--- config.mk ---
export PLATFORM = sky130hd
export DESIGN_NAME = fs_line_encoder
export DESIGN_NICKNAME = d
export VERILOG_FILES = /design/src/rtl/fs_enc_pkg.sv /design/src/rtl/fs_enc_stuffer.sv /design/src/rtl/fs_enc_nrzi.sv /design/src/rtl/fs_enc_seq.sv /design/src/rtl/fs_line_encoder.sv
export SDC_FILE = /design/constraint.sdc
export NUM_CORES = 1
export LEC_CHECK = 0
export BUFFER_PORTS_ARGS = -buffer_cell sky130_fd_sc_hd__buf_2
export CELL_PAD_IN_SITES_DETAIL_PLACEMENT = 0
export CELL_PAD_IN_SITES_GLOBAL_PLACEMENT = 1
export CORE_MARGIN = 2
export CORE_UTILIZATION = 41
export CTS_BUF_LIST = sky130_fd_sc_hd__clkbuf_4 sky130_fd_sc_hd__clkbuf_8 sky130_fd_sc_hd__clkbuf_16
export DETAILED_ROUTE_END_ITERATION = 12
export PLACE_DENSITY = 0.78
export SYNTH_ARGS = -nofsm -noshare
export SYNTH_HDL_FRONTEND = slang
export SYNTH_HIERARCHICAL = 1
export SYNTH_SLANG_ARGS = --single-unit
--- constraint.sdc ---
create_clock -name clk -period 2.5 [get_ports clk]
set_clock_uncertainty 0.15 [all_clocks]
set_input_delay 0.125 -clock clk [delete_from_list [all_inputs] [get_ports clk]]
set_output_delay 0.125 -clock clk [all_outputs]
set_load 0.005 [all_outputs]
--- src/rtl/fs_enc_pkg.sv ---
package fs_enc_pkg;
  // Kind of symbol the sequencer asks the line coder to emit this bit period.
  typedef enum logic [1:0] {
    SYM_REL = 2'd0,
    SYM_BIT = 2'd1,
    SYM_SE0 = 2'd2,
    SYM_J   = 2'd3
  } sym_e;

  typedef enum logic [1:0] {
    ST_IDLE = 2'd0,
    ST_SYNC = 2'd1,
    ST_DATA = 2'd2,
    ST_EOP  = 2'd3
  } seq_state_e;
endpackage

--- src/rtl/fs_enc_stuffer.sv ---
module fs_enc_stuffer #(
  parameter int RUN = 6
) (
  input  logic clk,
  input  logic rst_n,
  input  logic clr,
  input  logic adv,
  input  logic bit_val,
  output logic stuff_due
);
  localparam int CW = $clog2(RUN + 1);

  logic [CW-1:0] ones_q;

  always_ff @(posedge clk or negedge rst_n) begin
    if (!rst_n) begin
      ones_q <= '0;
    end else if (clr) begin
      ones_q <= '0;
    end else if (adv) begin
      ones_q <= bit_val ? ones_q + CW'(1) : '0;
    end
  end

  assign stuff_due = (ones_q == CW'(RUN));
endmodule

--- src/rtl/fs_enc_nrzi.sv ---
module fs_enc_nrzi
  import fs_enc_pkg::*;
(
  input  logic clk,
  input  logic rst_n,
  input  logic stb,
  input  sym_e sym,
  input  logic bit_val,
  output logic line_j,
  output logic line_k,
  output logic line_se0,
  output logic line_oe
);
  // lvl_q: 1 means J, 0 means K; returns to J whenever the line is not coding.
  logic lvl_q;
  logic lvl_nxt;

  assign lvl_nxt = bit_val ? lvl_q : ~lvl_q;

  always_ff @(posedge clk or negedge rst_n) begin
    if (!rst_n) begin
      lvl_q    <= 1'b1;
      line_j   <= 1'b0;
      line_k   <= 1'b0;
      line_se0 <= 1'b0;
      line_oe  <= 1'b0;
    end else if (stb) begin
      case (sym)
        SYM_BIT: begin
          lvl_q    <= lvl_nxt;
          line_j   <= lvl_nxt;
          line_k   <= ~lvl_nxt;
          line_se0 <= 1'b0;
          line_oe  <= 1'b1;
        end
        SYM_SE0: begin
          lvl_q    <= 1'b1;
          line_j   <= 1'b0;
          line_k   <= 1'b0;
          line_se0 <= 1'b1;
          line_oe  <= 1'b1;
        end
        SYM_J: begin
          lvl_q    <= 1'b1;
          line_j   <= 1'b1;
          line_k   <= 1'b0;
          line_se0 <= 1'b0;
          line_oe  <= 1'b1;
        end
        default: begin
          lvl_q    <= 1'b1;
          line_j   <= 1'b0;
          line_k   <= 1'b0;
          line_se0 <= 1'b0;
          line_oe  <= 1'b0;
        end
      endcase
    end
  end
endmodule

--- src/rtl/fs_enc_seq.sv ---
module fs_enc_seq
  import fs_enc_pkg::*;
#(
  parameter int                DATA_W       = 8,
  parameter int                SYNC_LEN     = 8,
  parameter logic [SYNC_LEN-1:0] SYNC_PAT   = 8'h80,
  parameter int                EOP_SE0_BITS = 2,
  parameter int                GAP_BITS     = 2
) (
  input  logic              clk,
  input  logic              rst_n,
  input  logic              bit_stb,
  input  logic              in_valid,
  input  logic [DATA_W-1:0] in_data,
  input  logic              in_last,
  input  logic              stuff_due,
  output logic              in_ready,
  output sym_e              sym,
  output logic              sym_bit,
  output logic              pay_adv,
  output logic              pay_clr
);
  localparam int LW = $clog2(DATA_W + 1);
  localparam int SW = (SYNC_LEN > 1) ? $clog2(SYNC_LEN) : 1;
  localparam int EW = $clog2(EOP_SE0_BITS + 1);
  localparam int GW = $clog2(GAP_BITS + 1);

  seq_state_e        state_q, state_d;
  logic [DATA_W-1:0] sh_q, sh_d;
  logic [LW-1:0]     left_q, left_d;
  logic              last_q, last_d;
  logic [SW-1:0]     sidx_q, sidx_d;
  logic [EW-1:0]     eop_q, eop_d;
  logic [GW-1:0]     gap_q, gap_d;

  logic need_byte;
  logic gap_ok;

  assign need_byte = (left_q == '0);
  assign gap_ok    = (gap_q == GW'(GAP_BITS));
  assign pay_clr   = (state_q != ST_DATA);

  always_comb begin
    state_d  = state_q;
    sh_d     = sh_q;
    left_d   = left_q;
    last_d   = last_q;
    sidx_d   = sidx_q;
    eop_d    = eop_q;
    gap_d    = gap_q;
    sym      = SYM_REL;
    sym_bit  = 1'b0;
    pay_adv  = 1'b0;
    in_ready = 1'b0;

    case (state_q)
      ST_IDLE: begin
        in_ready = bit_stb && gap_ok;
        if (bit_stb) begin
          if (gap_ok && in_valid) begin
            sym     = SYM_BIT;
            sym_bit = SYNC_PAT[0];
            state_d = ST_SYNC;
            sidx_d  = SW'(1);
            sh_d    = in_data;
            left_d  = LW'(DATA_W);
            last_d  = in_last;
          end else if (!gap_ok) begin
            gap_d = gap_q + GW'(1);
          end
        end
      end

      ST_SYNC: begin
        if (bit_stb) begin
          sym     = SYM_BIT;
          sym_bit = SYNC_PAT[sidx_q];
          if (sidx_q == SW'(SYNC_LEN - 1)) begin
            state_d = ST_DATA;
          end else begin
            sidx_d = sidx_q + SW'(1);
          end
        end
      end

      ST_DATA: begin
        in_ready = bit_stb && !stuff_due && need_byte && !last_q;
        if (bit_stb) begin
          if (stuff_due) begin
            sym     = SYM_BIT;
            sym_bit = 1'b0;
            pay_adv = 1'b1;
          end else if (need_byte && (last_q || !in_valid)) begin
            sym     = SYM_SE0;
            state_d = ST_EOP;
            eop_d   = EW'(1);
          end else if (need_byte) begin
            sym     = SYM_BIT;
            sym_bit = in_data[0];
            pay_adv = 1'b1;
            sh_d    = in_data >> 1;
            left_d  = LW'(DATA_W - 1);
            last_d  = in_last;
          end else begin
            sym     = SYM_BIT;
            sym_bit = sh_q[0];
            pay_adv = 1'b1;
            sh_d    = sh_q >> 1;
            left_d  = left_q - LW'(1);
          end
        end
      end

      default: begin
        if (bit_stb) begin
          if (eop_q < EW'(EOP_SE0_BITS)) begin
            sym   = SYM_SE0;
            eop_d = eop_q + EW'(1);
          end else begin
            sym     = SYM_J;
            state_d = ST_IDLE;
            gap_d   = '0;
          end
        end
      end
    endcase
  end

  always_ff @(posedge clk or negedge rst_n) begin
    if (!rst_n) begin
      state_q <= ST_IDLE;
      sh_q    <= '0;
      left_q  <= '0;
      last_q  <= 1'b0;
      sidx_q  <= '0;
      eop_q   <= '0;
      gap_q   <= GW'(GAP_BITS);
    end else begin
      state_q <= state_d;
      sh_q    <= sh_d;
      left_q  <= left_d;
      last_q  <= last_d;
      sidx_q  <= sidx_d;
      eop_q   <= eop_d;
      gap_q   <= gap_d;
    end
  end
endmodule

--- src/rtl/fs_line_encoder.sv ---
module fs_line_encoder
  import fs_enc_pkg::*;
#(
  parameter int                  DATA_W       = 8,
  parameter int                  STUFF_RUN    = 6,
  parameter int                  SYNC_LEN     = 8,
  parameter logic [SYNC_LEN-1:0] SYNC_PAT     = 8'h80,
  parameter int                  EOP_SE0_BITS = 2,
  parameter int                  GAP_BITS     = 2
) (
  input  logic              clk,
  input  logic              rst_n,
  input  logic              bit_stb,
  input  logic              in_valid,
  input  logic [DATA_W-1:0] in_data,
  input  logic              in_last,
  output logic              in_ready,
  output logic              line_j,
  output logic              line_k,
  output logic              line_se0,
  output logic              line_oe
);
  sym_e sym;
  logic sym_bit;
  logic pay_adv;
  logic pay_clr;
  logic stuff_due;

  fs_enc_seq #(
    .DATA_W      (DATA_W),
    .SYNC_LEN    (SYNC_LEN),
    .SYNC_PAT    (SYNC_PAT),
    .EOP_SE0_BITS(EOP_SE0_BITS),
    .GAP_BITS    (GAP_BITS)
  ) seq_i (
    .clk      (clk),
    .rst_n    (rst_n),
    .bit_stb  (bit_stb),
    .in_valid (in_valid),
    .in_data  (in_data),
    .in_last  (in_last),
    .stuff_due(stuff_due),
    .in_ready (in_ready),
    .sym      (sym),
    .sym_bit  (sym_bit),
    .pay_adv  (pay_adv),
    .pay_clr  (pay_clr)
  );

  fs_enc_stuffer #(
    .RUN(STUFF_RUN)
  ) stuff_i (
    .clk      (clk),
    .rst_n    (rst_n),
    .clr      (pay_clr),
    .adv      (pay_adv),
    .bit_val  (sym_bit),
    .stuff_due(stuff_due)
  );

  fs_enc_nrzi nrzi_i (
    .clk     (clk),
    .rst_n   (rst_n),
    .stb     (bit_stb),
    .sym     (sym),
    .bit_val (sym_bit),
    .line_j  (line_j),
    .line_k  (line_k),
    .line_se0(line_se0),
    .line_oe (line_oe)
  );
endmodule

# After elaboration in Yosys (flattened, before gate mapping)
# Memory sizes are Yosys's and may differ from the RTL's.
# Cells that the tools add are included.
[op_classes]
n_addsub = 5
n_lt_le_gt_ge = 2
n_eq_ne = 23
n_mux = 76
n_bitwise = 4
n_reduce_logical = 25
[op_table]
columns = ["op", "count"]
rows = [
  ["2-bit two-way mux", 22],
  ["8-bit two-way mux", 5],
  ["1-bit two-way mux", 24],
  ["4-bit two-way mux", 6],
  ["3-bit two-way mux", 7],
  ["2-bit != test, second input constant", 10],
  ["8-bit one-hot mux with 2 select lines", 1],
  ["5-bit AND reduction", 3],
  ["2-bit one-hot mux with 3 select lines", 2],
  ["6-bit AND reduction", 2],
  ["2-bit == test, second input constant", 4],
  ["2-bit by 1-bit != test with 1-bit output, second input constant", 4],
  ["1-bit one-hot mux with 2 select lines", 4],
  ["2-bit one-hot mux with 2 select lines", 2],
  ["4-bit one-hot mux with 2 select lines", 1],
  ["2-bit nonzero test", 4],
  ["7-bit two-way mux", 1],
  ["7-bit AND reduction", 1],
  ["3-bit by 1-bit adder with 3-bit output, second input constant", 2],
  ["3-bit == test, second input constant", 2],
  ["1-bit logical AND", 6],
  ["3-bit one-hot mux with 2 select lines", 1],
  ["2-bit by 1-bit adder with 2-bit output, second input constant", 2],
  ["2-bit by 1-bit == test with 1-bit output, second input constant", 2],
  ["11 further kinds", 17],
]
[word_totals]
reg_bits = 30
mem_bits_ro = 8
input_bits = 13
word_cells = 149
mem_count = 1
[memory_table]
columns = ["name", "words", "word_bits", "read_ports", "rd_clocked_by_memory_dff", "write_ports", "line", "text"]
rows = [
  ["(name not given)", 8, 1, 1, 0, 0, "fs_enc_seq.sv:77", "sym_bit = SYNC_PAT[sidx_q];"],
]

# Logic depth before layout (Yosys ltp)
[depth]
ltp_word = 10
depth_mapped = 10

# Hierarchy
# Netlist, hierarchy kept.
[by_module_without_submodules]
columns = ["module", "n_inst", "cells_per_inst", "area_per_inst_um2"]
rows = [
  ["fs_enc_seq", 1, 166, 1476.4],
  ["fs_enc_nrzi", 1, 22, 254.0],
  ["fs_enc_stuffer", 1, 18, 172.7],
]

# Worst setup path before layout
# Ideal clock, no wire load.
[synth_timing]
kind = "reg2reg"
start = "register seq_i.left_q[0]"
end = "register nrzi_i.lvl_q"
setup_time_ns = 0.081
t_arrival_ns = 2.177
required_ns = 2.269
path_slack_ns = 0.092
path_stages_with_launch = 9
n_path_buf = 1
period_less_slack_ns = 2.408
cell_sequence = "dfrtp_1 -> inv_1 -> ha_1 -> or3b_4 -> clkbuf_1 -> or3_1 -> a21oi_1 -> and4bb_1 -> a211oi_2"
[synth_between]
elab_chain_len = 8
[synth_lines]
columns = ["item", "line", "text"]
rows = [
  ["start, declared", "fs_enc_seq.sv:30", "logic [LW-1:0] left_q, left_d;"],
  ["start signal, assigned", "fs_enc_seq.sv:141", "left_q <= left_d;"],
  ["4-bit zero test", "fs_enc_seq.sv:39", "assign need_byte = (left_q == '0);"],
  ["1-bit logical AND", "fs_enc_seq.sv:93", "end else if (need_byte && (last_q || !in_valid)) begin"],
  ["2-bit two-way mux", "fs_enc_seq.sv:93", ""],
  ["2-bit two-way mux", "fs_enc_seq.sv:89", "if (stuff_due) begin"],
  ["2-bit two-way mux", "fs_enc_seq.sv:88", "if (bit_stb) begin"],
  ["2-bit one-hot mux with 3 select lines", "fs_enc_seq.sv:56", "case (state_q)"],
  ["named net sym[1]", "fs_line_encoder.sv:23", "sym_e sym;"],
  ["2-bit by 1-bit == test with 1-bit output", "fs_enc_nrzi.sv:28", "case (sym)"],
  ["1-bit two-way mux", "fs_enc_nrzi.sv:28", ""],
  ["end signal, assigned", "fs_enc_nrzi.sv:30", "lvl_q <= lvl_nxt;"],
  ["end, declared", "fs_enc_nrzi.sv:15", "logic lvl_q;"],
]
# The timed path passes the listed nets, and every way through them passes these cells.
# A chain may end at the register's enable or synchronous reset.

# Final worst setup path
# Same ends and word-level chain as after synthesis.

==> reports/metrics.yaml <==
yosys:
  synthDominantCellAreaShare_pct: 36.8
  synth-edff-count: 0
  async_reset_ff_share_pct: 100
  synthTopCellsByArea: "dfrtp_1, ha_1, a21oi_1"
  yosysTopAreaCell: "dfrtp_1"
  syn_area_per_cell_um2: 9.24
  netlist_area_mm2: 0.00190
  ys_ff_latch: 30
  synth_cells: 206
  yosysSeqAreaShare_pct: 39.6
  yosys_warnings: 6
  ys_types: 53
  synthFlopType: "dfrtp_1"
  synth_nets: 229
power_and_ir_drop:
  p_sw_share_pct: 39.6
  peakVddDrop_uv: 678
  p_seq_share_pct: 32.9
  powerDensity_mw_per_mm2: 1160
  intPower_mw: 1.54
  power.switching_mw: 1.01
  power_frac_comb_pct: 50.7
  power.leakage_nw: 1.01
  pwr-share-clk_pct: 16.4
sta:
  worstMarginPinSlew_ns: 0.691
  finalSetupTns_ns: 0
  min_period_over_period_pct: 92.3
  fin_crit_ns: 2.31
  rsz0062_at_grt: "no"
  hold_viol_final: 0
  slew_viol_final: 0
  fmax_mhz: 433
  whs_ns: 0.0298
  slew-limit-headroom_pct: 53.9
  finalSetupViolations: 0
setup_path:
  required_ns: 2.55
  crit_type: "register to register"
  max_stage_delay_ns: 0.45
  crit_arrival_ns: 2.36
  crit_path_max_fanout: 7
  critPathSlowestCell: "or3b_4"
  endpoint_kind: "register"
  worst_setup_path_start_kind: "register"
  path_cells: "inv_1 -> ha_1 -> or3b_4 -> or3_1 -> a21oi_2 -> and4bb_1 -> a211oi_2"
place:
  io_buffers: 17
  placed_area_mm2: 0.00207
  place_hpwl_mm: 2.80
  routabilityCongestion: 0.753
clock_tree:
  cts_buffers: 5
  cts_tree: "done"
  clk_latency_ns: 0.28
  root_buffer: "clkbuf_8"
  path_clk_slew_ns: 0.06
  htree_levels: 2
  cts.sinks: 30
  ctsLongestPathBuffers: 2
outcome:
  outcome: "completed"
layout:
  final_nets: 256
  most-common-layout-cells: "dfrtp_1, nand2_1, buf_2, inv_1, a21oi_1"
  final_area_mm2: 0.00221
  mostFrequentLayoutCell: "dfrtp_1"
  fin_util_pct: 50.0
  regArea_um2: 753
  fillers: 429
  area_delta_synth_final_pct: 16.0
  multi_input_area_mm2: 0.00104
  drive_above_1_share_pct: 22.6
  antenna_cells: 0
grt:
  grt_pass1_wl_mm: 6.84
  track_usage_pct: 16.8
  antenna_found_initial: 0
  grt_max_degree: 31
  grt_pass1_vias: 1484
  grt-ovfl-total: 0
route:
  drtAntennaViolNets: 0
  dr.pass1.iters: 4
  routed_wl_mm: 3.91
  routedWlPerCell_um: 13.7
  first_iter_violations: 103
  vias_per_cell: 5.42
  remaining_drc_errors: 0
  via_count: 1551
die:
  die_x_um: 72.1
  io_pins: 18
  rows: 24
  initial_core_util_pct: 43.1
  dieArea_mm2: 0.00520
  die_height_um: 72.1
  coreArea_mm2: 0.00441
min_path:
  hp-class: "input pin to register"
flow_run:
  drv_cap: 0
[state kept, by name, summed over array words and instances, names as in the netlist]
name and flops:
seq_i/gap_q 2, nrzi_i/line_k 1, stuff_i/ones_q 3, nrzi_i/line_se0 1
seq_i/sh_q 8, seq_i/state_q 2, nrzi_i/lvl_q 1, seq_i/sidx_q 3
seq_i/eop_q 2, nrzi_i/line_j 1, nrzi_i/line_oe 1, seq_i/last_q 1
seq_i/left_q 4
[Yosys cell counts (2+ instances only)]
cell type and instances:
nor3_1 3, nand4_1 3, o21ai_0 8, nand3_1 2, nor2_1 15, a2bb2oi_1 2, or3_1 4, o31ai_1 3
mux2_2 5, clkbuf_1 5, dfstp_2 2, dfrtp_1 28, nor2b_1 3, mux2i_1 2, buf_2 2, o211ai_1 2
a22o_1 6, inv_1 17, a21oi_1 17, o2bb2ai_1 2, nand3b_1 3, nand2b_1 4, and2b_1 2, ha_1 10
nand2_1 21, a31oi_1 8
[repair_timing]
item / in CTS / in global routing
setup endpoints to repair: 0 / 2
setup buffers: 0 / 1
gates resized for setup: 0 / 1
hold endpoints to repair: 30 / 0
hold buffers: 3 / 0
[metrics by stage]
stage	total power, mW	instances	worst slack, ns
global placement	2.13	274	0.182
global route	2.80	286	0.0423
CTS	2.56	285	0.0728
floorplan	1.79	206	0.0922
detailed placement	2.13	274	0.0978
finish	2.55	286	0.192
[per-layer routing]
metal / vias up / track usage, % / wire length, µm
met5: - / 0 / 0
met4: 0 / 5.66 / 40
met3: 5 / 4.17 / 136
met2: 24 / 26.2 / 1780
met1: 728 / 22.9 / 1950
li1: 794 / - / -
[cell families after synthesis]
| kind of cell | Yosys count | synth area share (%) |
|---|---|---|
| AND/OR/NAND/NOR | 70 | 20.2 |
| AO/OA/AOI/OAI | 61 | 22.7 |
| flip-flops | 30 | 39.6 |
| buffers and inverters | 26 | 5.72 |
| adder cells (fa/ha/maj) | 10 | 6.57 |
| multiplexers | 8 | 4.80 |
| XOR/XNOR | 1 | 0.460 |
[power by group through the flow]
stage          logic (mW)  registers (mW)  clock network (mW)
2_1_floorplan       0.978           0.812                   0
6_report             1.29           0.840               0.419
4_1_cts              1.29           0.838               0.434
3_3_place_gp         1.28           0.844                   0
3_5_place_dp         1.28           0.846                   0
5_1_grt              1.47           0.874               0.452
[layout make-up]
type                       count  share of cell area, %
multi-input combinational    150                   47.3
timing repair buffer          29                   8.28
inverter                      17                   2.89
clock buffer                   8                   4.42
tap                           52                   2.95
sequential                    30                   34.1
[path summary, 6_finish.rpt]
path / startpoint / to / slack [ns] / cells after the start
setup / recovery: seq_i/left_q[0] / nrzi_i/lvl_q / 0.19 / 7
hold reg to reg: seq_i/sh_q[0] / seq_i/sh_q[0] / 0.36 / 1
min in group asynchronous: rst_n / seq_i/sh_q[5] / 0.28 / 2
hold / removal: in_data[6] / seq_i/sh_q[6] / 0.03 / 3
setup reg to reg: seq_i/left_q[0] / nrzi_i/lvl_q / 0.19 / 7
max in group asynchronous: rst_n / nrzi_i/line_se0 / 1.48 / 2
[critical path: cells and delay by family (launching register included)]
family	cells	cell delay (ns)
simple gates	3	1.00
compound gates	2	0.42
flops	1	0.39
fa+ha+maj	1	0.20
buf+inv	1	0.07
Power figures use the tool's default switching activity.
